--- src/rtl/irqlvl_pkg.sv ---
package irqlvl_pkg;
   localparam int PEND_W   = 8;
   localparam int MASK_W   = 4;
   localparam int MASK_OFS = 3;   // mask bit n gates pending bit n+MASK_OFS
   localparam int BIT_PWM  = 3;
   localparam int BIT_CMD  = 4;
   localparam int BIT_HINT = 5;
   localparam int BIT_VINT = 6;
   localparam int BIT_VRES = 7;
   localparam logic [7:0] OFS_MASK     = 8'h01;
   localparam logic [7:0] OFS_CLR_VRES = 8'h14;
   localparam logic [7:0] OFS_CLR_VINT = 8'h16;
   localparam logic [7:0] OFS_CLR_HINT = 8'h18;
   localparam logic [7:0] OFS_CLR_CMD  = 8'h1a;
   localparam logic [7:0] OFS_CLR_PWM  = 8'h1c;
endpackage

--- src/rtl/irqlvl_prio_enc.sv ---
module irqlvl_prio_enc #(
   parameter int IN_W  = 8,
   parameter int OUT_W = 4
) (
   input  logic [IN_W-1:0]  vec,
   output logic [OUT_W-1:0] lvl
);
   initial begin
      if (2 * (IN_W - 1) >= (1 << OUT_W))
         $fatal(1, "irqlvl_prio_enc: OUT_W too narrow for IN_W");
   end

   always_comb begin
      lvl = '0;
      for (int i = 1; i < IN_W; i++) begin
         if (vec[i]) lvl = OUT_W'(2 * i);
      end
   end
endmodule

--- src/rtl/irqlvl_cpu_slice.sv ---
module irqlvl_cpu_slice
   import irqlvl_pkg::*;
(
   input  logic              clk,
   input  logic              rst_n,
   input  logic              trig_vint,
   input  logic              trig_hint,
   input  logic              trig_pwm,
   input  logic              mask_we,
   input  logic [MASK_W-1:0] mask_din,
   input  logic              clr_vint,
   input  logic              clr_hint,
   input  logic              clr_pwm,
   input  logic              cmd_req,
   output logic [MASK_W-1:0] mask_q,
   output logic [PEND_W-1:0] pend_vec
);
   logic vint_q, hint_q, pwm_q;

   always_ff @(posedge clk) begin
      if (!rst_n) begin
         mask_q <= '0;
         vint_q <= 1'b0;
         hint_q <= 1'b0;
         pwm_q  <= 1'b0;
      end else begin
         if (mask_we) mask_q <= mask_din;
         if (trig_vint && mask_q[BIT_VINT-MASK_OFS]) vint_q <= 1'b1;
         else if (clr_vint)                          vint_q <= 1'b0;
         if (trig_hint && mask_q[BIT_HINT-MASK_OFS]) hint_q <= 1'b1;
         else if (clr_hint)                          hint_q <= 1'b0;
         if (trig_pwm && mask_q[BIT_PWM-MASK_OFS])   pwm_q  <= 1'b1;
         else if (clr_pwm)                           pwm_q  <= 1'b0;
      end
   end

   always_comb begin
      pend_vec           = '0;
      pend_vec[BIT_PWM]  = pwm_q;
      pend_vec[BIT_CMD]  = mask_q[BIT_CMD-MASK_OFS] & cmd_req;
      pend_vec[BIT_HINT] = hint_q;
      pend_vec[BIT_VINT] = vint_q;
   end
endmodule

--- src/rtl/dual_irq_level_ctrl.sv ---
module dual_irq_level_ctrl
   import irqlvl_pkg::*;
#(
   parameter int NCPU  = 2,
   parameter int LVL_W = 4,
   parameter int SEL_W = 1
) (
   input  logic                  clk,
   input  logic                  rst_n,
   input  logic                  trig_vres,
   input  logic                  trig_vint,
   input  logic                  trig_hint,
   input  logic                  trig_pwm,
   input  logic                  host_wr_en,
   input  logic [7:0]            host_wr_data,
   input  logic                  cpu_wr_en,
   input  logic [SEL_W-1:0]      cpu_wr_sel,
   input  logic                  cpu_wr_wide,
   input  logic [7:0]            cpu_wr_addr,
   input  logic [7:0]            cpu_wr_data,
   output logic [NCPU*LVL_W-1:0] lvl_out,
   output logic                  hblank_en
);
   initial begin
      if (NCPU < 1 || NCPU > 8)
         $fatal(1, "dual_irq_level_ctrl: NCPU must be 1..8");
      if ((1 << SEL_W) < NCPU)
         $fatal(1, "dual_irq_level_ctrl: SEL_W too narrow");
      if (2 * (PEND_W - 1) >= (1 << LVL_W))
         $fatal(1, "dual_irq_level_ctrl: LVL_W too narrow");
   end

   logic                              vres_q;
   logic [NCPU-1:0]                   cmd_q;
   logic                              hen_q;
   logic                              byte_wr, wide_wr, clr_vres;
   logic [NCPU-1:0]                   mask_we, cmd_clr;
   logic [NCPU-1:0][MASK_W-1:0]       mask_all;
   logic [NCPU-1:0][PEND_W-1:0]       pend_all;
   logic [NCPU-1:0][LVL_W-1:0]        lvl_q;

   assign byte_wr  = cpu_wr_en & ~cpu_wr_wide;
   assign wide_wr  = cpu_wr_en & cpu_wr_wide;
   assign clr_vres = wide_wr & (cpu_wr_addr == OFS_CLR_VRES);

   always_ff @(posedge clk) begin
      if (!rst_n) begin
         vres_q <= 1'b0;
         cmd_q  <= '0;
         hen_q  <= 1'b0;
      end else begin
         if (trig_vres)     vres_q <= 1'b1;
         else if (clr_vres) vres_q <= 1'b0;
         if (host_wr_en) cmd_q <= host_wr_data[NCPU-1:0];
         else            cmd_q <= cmd_q & ~cmd_clr;
         if (|mask_we) hen_q <= cpu_wr_data[7];
      end
   end

   assign hblank_en = hen_q;

   for (genvar c = 0; c < NCPU; c++) begin : g_cpu
      logic              hit;
      logic [PEND_W-1:0] merged;
      logic [LVL_W-1:0]  lvl_d;

      assign hit        = (cpu_wr_sel == SEL_W'(c));
      assign mask_we[c] = byte_wr & hit & (cpu_wr_addr == OFS_MASK);
      assign cmd_clr[c] = wide_wr & hit & (cpu_wr_addr == OFS_CLR_CMD);

      irqlvl_cpu_slice u_slice (
         .clk      (clk),
         .rst_n    (rst_n),
         .trig_vint(trig_vint),
         .trig_hint(trig_hint),
         .trig_pwm (trig_pwm),
         .mask_we  (mask_we[c]),
         .mask_din (cpu_wr_data[MASK_W-1:0]),
         .clr_vint (wide_wr & hit & (cpu_wr_addr == OFS_CLR_VINT)),
         .clr_hint (wide_wr & hit & (cpu_wr_addr == OFS_CLR_HINT)),
         .clr_pwm  (wide_wr & hit & (cpu_wr_addr == OFS_CLR_PWM)),
         .cmd_req  (cmd_q[c]),
         .mask_q   (mask_all[c]),
         .pend_vec (pend_all[c])
      );

      assign merged = pend_all[c] | (PEND_W'(vres_q) << BIT_VRES);

      irqlvl_prio_enc #(.IN_W(PEND_W), .OUT_W(LVL_W)) u_enc (
         .vec(merged),
         .lvl(lvl_d)
      );

      always_ff @(posedge clk) begin
         if (!rst_n) lvl_q[c] <= '0;
         else        lvl_q[c] <= lvl_d;
      end

      assign lvl_out[c*LVL_W +: LVL_W] = lvl_q[c];
   end
endmodule

--- config.mk ---
export PLATFORM = sky130hd
export DESIGN_NAME = dual_irq_level_ctrl
export DESIGN_NICKNAME = d
export VERILOG_FILES = /design/src/rtl/irqlvl_pkg.sv /design/src/rtl/irqlvl_prio_enc.sv /design/src/rtl/irqlvl_cpu_slice.sv /design/src/rtl/dual_irq_level_ctrl.sv
export SDC_FILE = /design/constraint.sdc
export NUM_CORES = 1
export LEC_CHECK = 0
export CORE_MARGIN = 5
export CORE_UTILIZATION = 40
export CTS_CLUSTER_SIZE = 40
export DETAILED_ROUTE_END_ITERATION = 12
export PLACE_DENSITY = 0.77
export REMOVE_ABC_BUFFERS = 1
export SYNTH_ARGS = -nofsm -noshare
export SYNTH_HDL_FRONTEND = slang
export SYNTH_SLANG_ARGS = --single-unit
--- constraint.sdc ---
create_clock -name clk -period 2.3 [get_ports clk]
set_clock_uncertainty 0.05 [all_clocks]
set_input_delay 0.46 -clock clk [delete_from_list [all_inputs] [get_ports clk]]
set_output_delay 0.46 -clock clk [all_outputs]
set_load 0.005 [all_outputs]
==> impl_metrics.tcl <==
set metrics [dict create \
    dieHeight_um 61.6 \
    finalSetupViolCount 0 \
    die_w_um 61.6 \
    drv_cap 0 \
    stdcell_count 190 \
    cts_buffer_depth 2 \
    drc 0 \
    rows 18 \
    core_area_um2 2520 \
    power_switching_uw 168 \
    first_pass_iters 4 \
    ir_worst_vdd_mv 0.610 \
    swShare 0.222 \
    synthFlopType "dfxtp_1" \
    outcome "completed" \
    power_uw 755 \
    n_antenna_cell 0 \
    r2r_cells 3 \
    start_kind "input pin" \
    postCtsHoldBufs 0 \
    synth_common_cells "dfxtp_1 (24), nand2_1 (22), nor4_1 (10)" \
    synth.most_common_cell "dfxtp_1" \
    nets 195 \
    synth-edff-count 0 \
    yosysSeqAreaShare 0.451 \
    vias 998 \
    fmax_mhz 473 \
    whs_path_depth 2 \
    rsz0062_at_grt "false" \
    pwr-share-clk 0.292 \
    cp.arrival_ps 2270 \
    power_density_nw_per_um2 505 \
    end_kind "flop" \
    routed_wl_mm 2.45 \
    wl_per_cell_um 12.9 \
    cts-root-buf "clkbuf_4" \
    initial_core_util 0.422 \
    synth_async_sr_flop_share 0 \
    place_inst 186 \
    clk_latency_ps 310 \
    cts-buffers-inserted 3 \
    ys_types 27 \
    drive_gt1_frac 0.131 \
    synth-seq-cells 24 \
    area_growth_pct 40.5 \
    placed_cell_area_um2 1460 \
    crit_fanout 4 \
    grt_pass1_vias 959 \
    io_pins 43 \
    seqPwrFrac 0.568 \
    internal_power_uw 588 \
    synthesis.area_um2 1060 \
    grt_max_degree 38 \
    via_per_inst 5.25 \
    cts_tree "built" \
    cts_setup_buffers 0 \
    power_leakage_nw 0.545 \
    finalHoldViolations 0 \
    yosys_warnings 0 \
    fin_crit_sh 0.920 \
    p_comb_frac 0.139 \
    synth_top_area_frac 0.451 \
    fin_util 0.593 \
    synthCells 121 \
    clock_sinks 24 \
    dieArea_um2 3790 \
    initialDrtViolationCount 50 \
    whs_ps 415 \
    gp_congestion 0.854 \
    syn_area_per_cell_um2 8.80 \
    synth_top_area_cell "dfxtp_1" \
    dpl_worst_slack_ps -160 \
    htree_num_levels 1 \
    n_fill_cell 233 \
    synth.top_cells.by_area "dfxtp_1 (45%), mux2i_1 (8.5%), nand2_1 (7.8%)" \
    hpwl_mm 1.96 \
    setup_tns_ps 0 \
    timing.final.ws_setup_ps 184 \
    finalCriticalPeriod_ps 2120 \
    final_antenna_net_count 0 \
    grt_overflow_total 0 \
    grt_pass1_wl_mm 4.15 \
    grt_antenna_before_repair 0 \
    maxSlewViolCount 0 \
    clkSlewWorstSetupHoldPaths_ps 120 \
    io_buffers 31 \
    final_cell_area_um2 1500 \
    crit_type "in -> reg" \
    grt_usage 0.148 \
    cp_data_required_time_ps 2460 \
    ctsResizeCount 0 \
    hold_class "reg -> reg" \
]
==> registers in the layout, summed over array words and instances, names as in the netlist <==
signal and flops:
g_cpu.u_slice.hint_q 2, g_cpu.u_slice.pwm_q 2, g_cpu.u_slice.vint_q 2, g_cpu.u_slice.mask_q 8, hblank_en 1, vres_q 1, lvl_out 6, cmd_q 2
==> area by class of cell <==
cell class	count	area [um2]	share of cell area
multi-input cells	89	546	0.365
flip-flops and latches	24	480	0.321
repair buffers	42	393	0.263
well taps	30	37.5	0.0251
clock buffers	4	36.3	0.0242
inverters	1	3.75	0.00251
==> final timing paths <==
kind / end / slack, ps / start
worst max-delay path: g_cpu[1].u_slice.mask_q[2]$_SDFFE_PN0P_ / 180 / cpu_wr_wide
worst min-delay path: hblank_en$_SDFFE_PN0P_ / 410 / hblank_en$_SDFFE_PN0P_
worst max register to register: lvl_out[1]$_SDFF_PN0_ / 1310 / g_cpu[0].u_slice.mask_q[1]$_SDFFE_PN0P_
worst min register to register: hblank_en$_SDFFE_PN0P_ / 410 / hblank_en$_SDFFE_PN0P_
==> layout by cell type (no fill, tap or decap) <==
cell             instances
nand4b_1                 2
a21oi_1                  2
nor4_1                  10
nand4_1                  1
nand3b_1                 3
nand3_1                  8
clkbuf_4                 3
clkbuf_8                 1
mux2i_1                  9
dfxtp_1                 24
nand2b_1                 1
nand2_1                 22
a21boi_0                 6
or2b_2                   1
o21ba_2                  2
or3_1                    1
o21a_1                   2
inv_1                    1
or3b_2                   1
or4_1                    1
clkdlybuf4s50_1         31
buf_4                   11
nor2_1                   4
nor4b_2                  1
or4b_4                   1
conb_1                   2
o21ai_0                  9
==> critical path, stage by stage <==
cell and delay, ps:
clkdlybuf4s50_1 420, or4b_4 550, or4_1 670, mux2i_1 180
==> cell families (layout without fill, tap and decap cells) <==
| group | Yosys count | in the layout | share of synthesized area |
|---|---|---|---|
| other | 1 | 2 | 0.00352 |
| muxes | 9 | 9 | 0.0846 |
| buffers and inverters | 9 | 47 | 0.0399 |
| DFF | 24 | 24 | 0.451 |
| AOI/OAI and AO/OA | 21 | 21 | 0.127 |
| and+or+nand+nor | 57 | 57 | 0.294 |
==> power by group through the flow <==
stage               registers (mW)  logic [mW]  clock network (mW)
floorplan                    0.438      0.0227                   0
finish                       0.429       0.105               0.221
detailed placement           0.439       0.105                   0
global placement             0.438       0.102                   0
global route                 0.431       0.114               0.243
CTS                          0.430       0.105               0.231
==> routing by layer <==
metal / vias to the layer above / GRT usage / routed length, um
met5: - / 0 / 0
met4: 0 / 0.0515 / 36
met3: 5 / 0.0503 / 198
met2: 30 / 0.242 / 1200
met1: 454 / 0.182 / 1020
li1: 509 / - / -
Note: power is estimated with default switching activity, not from simulation.
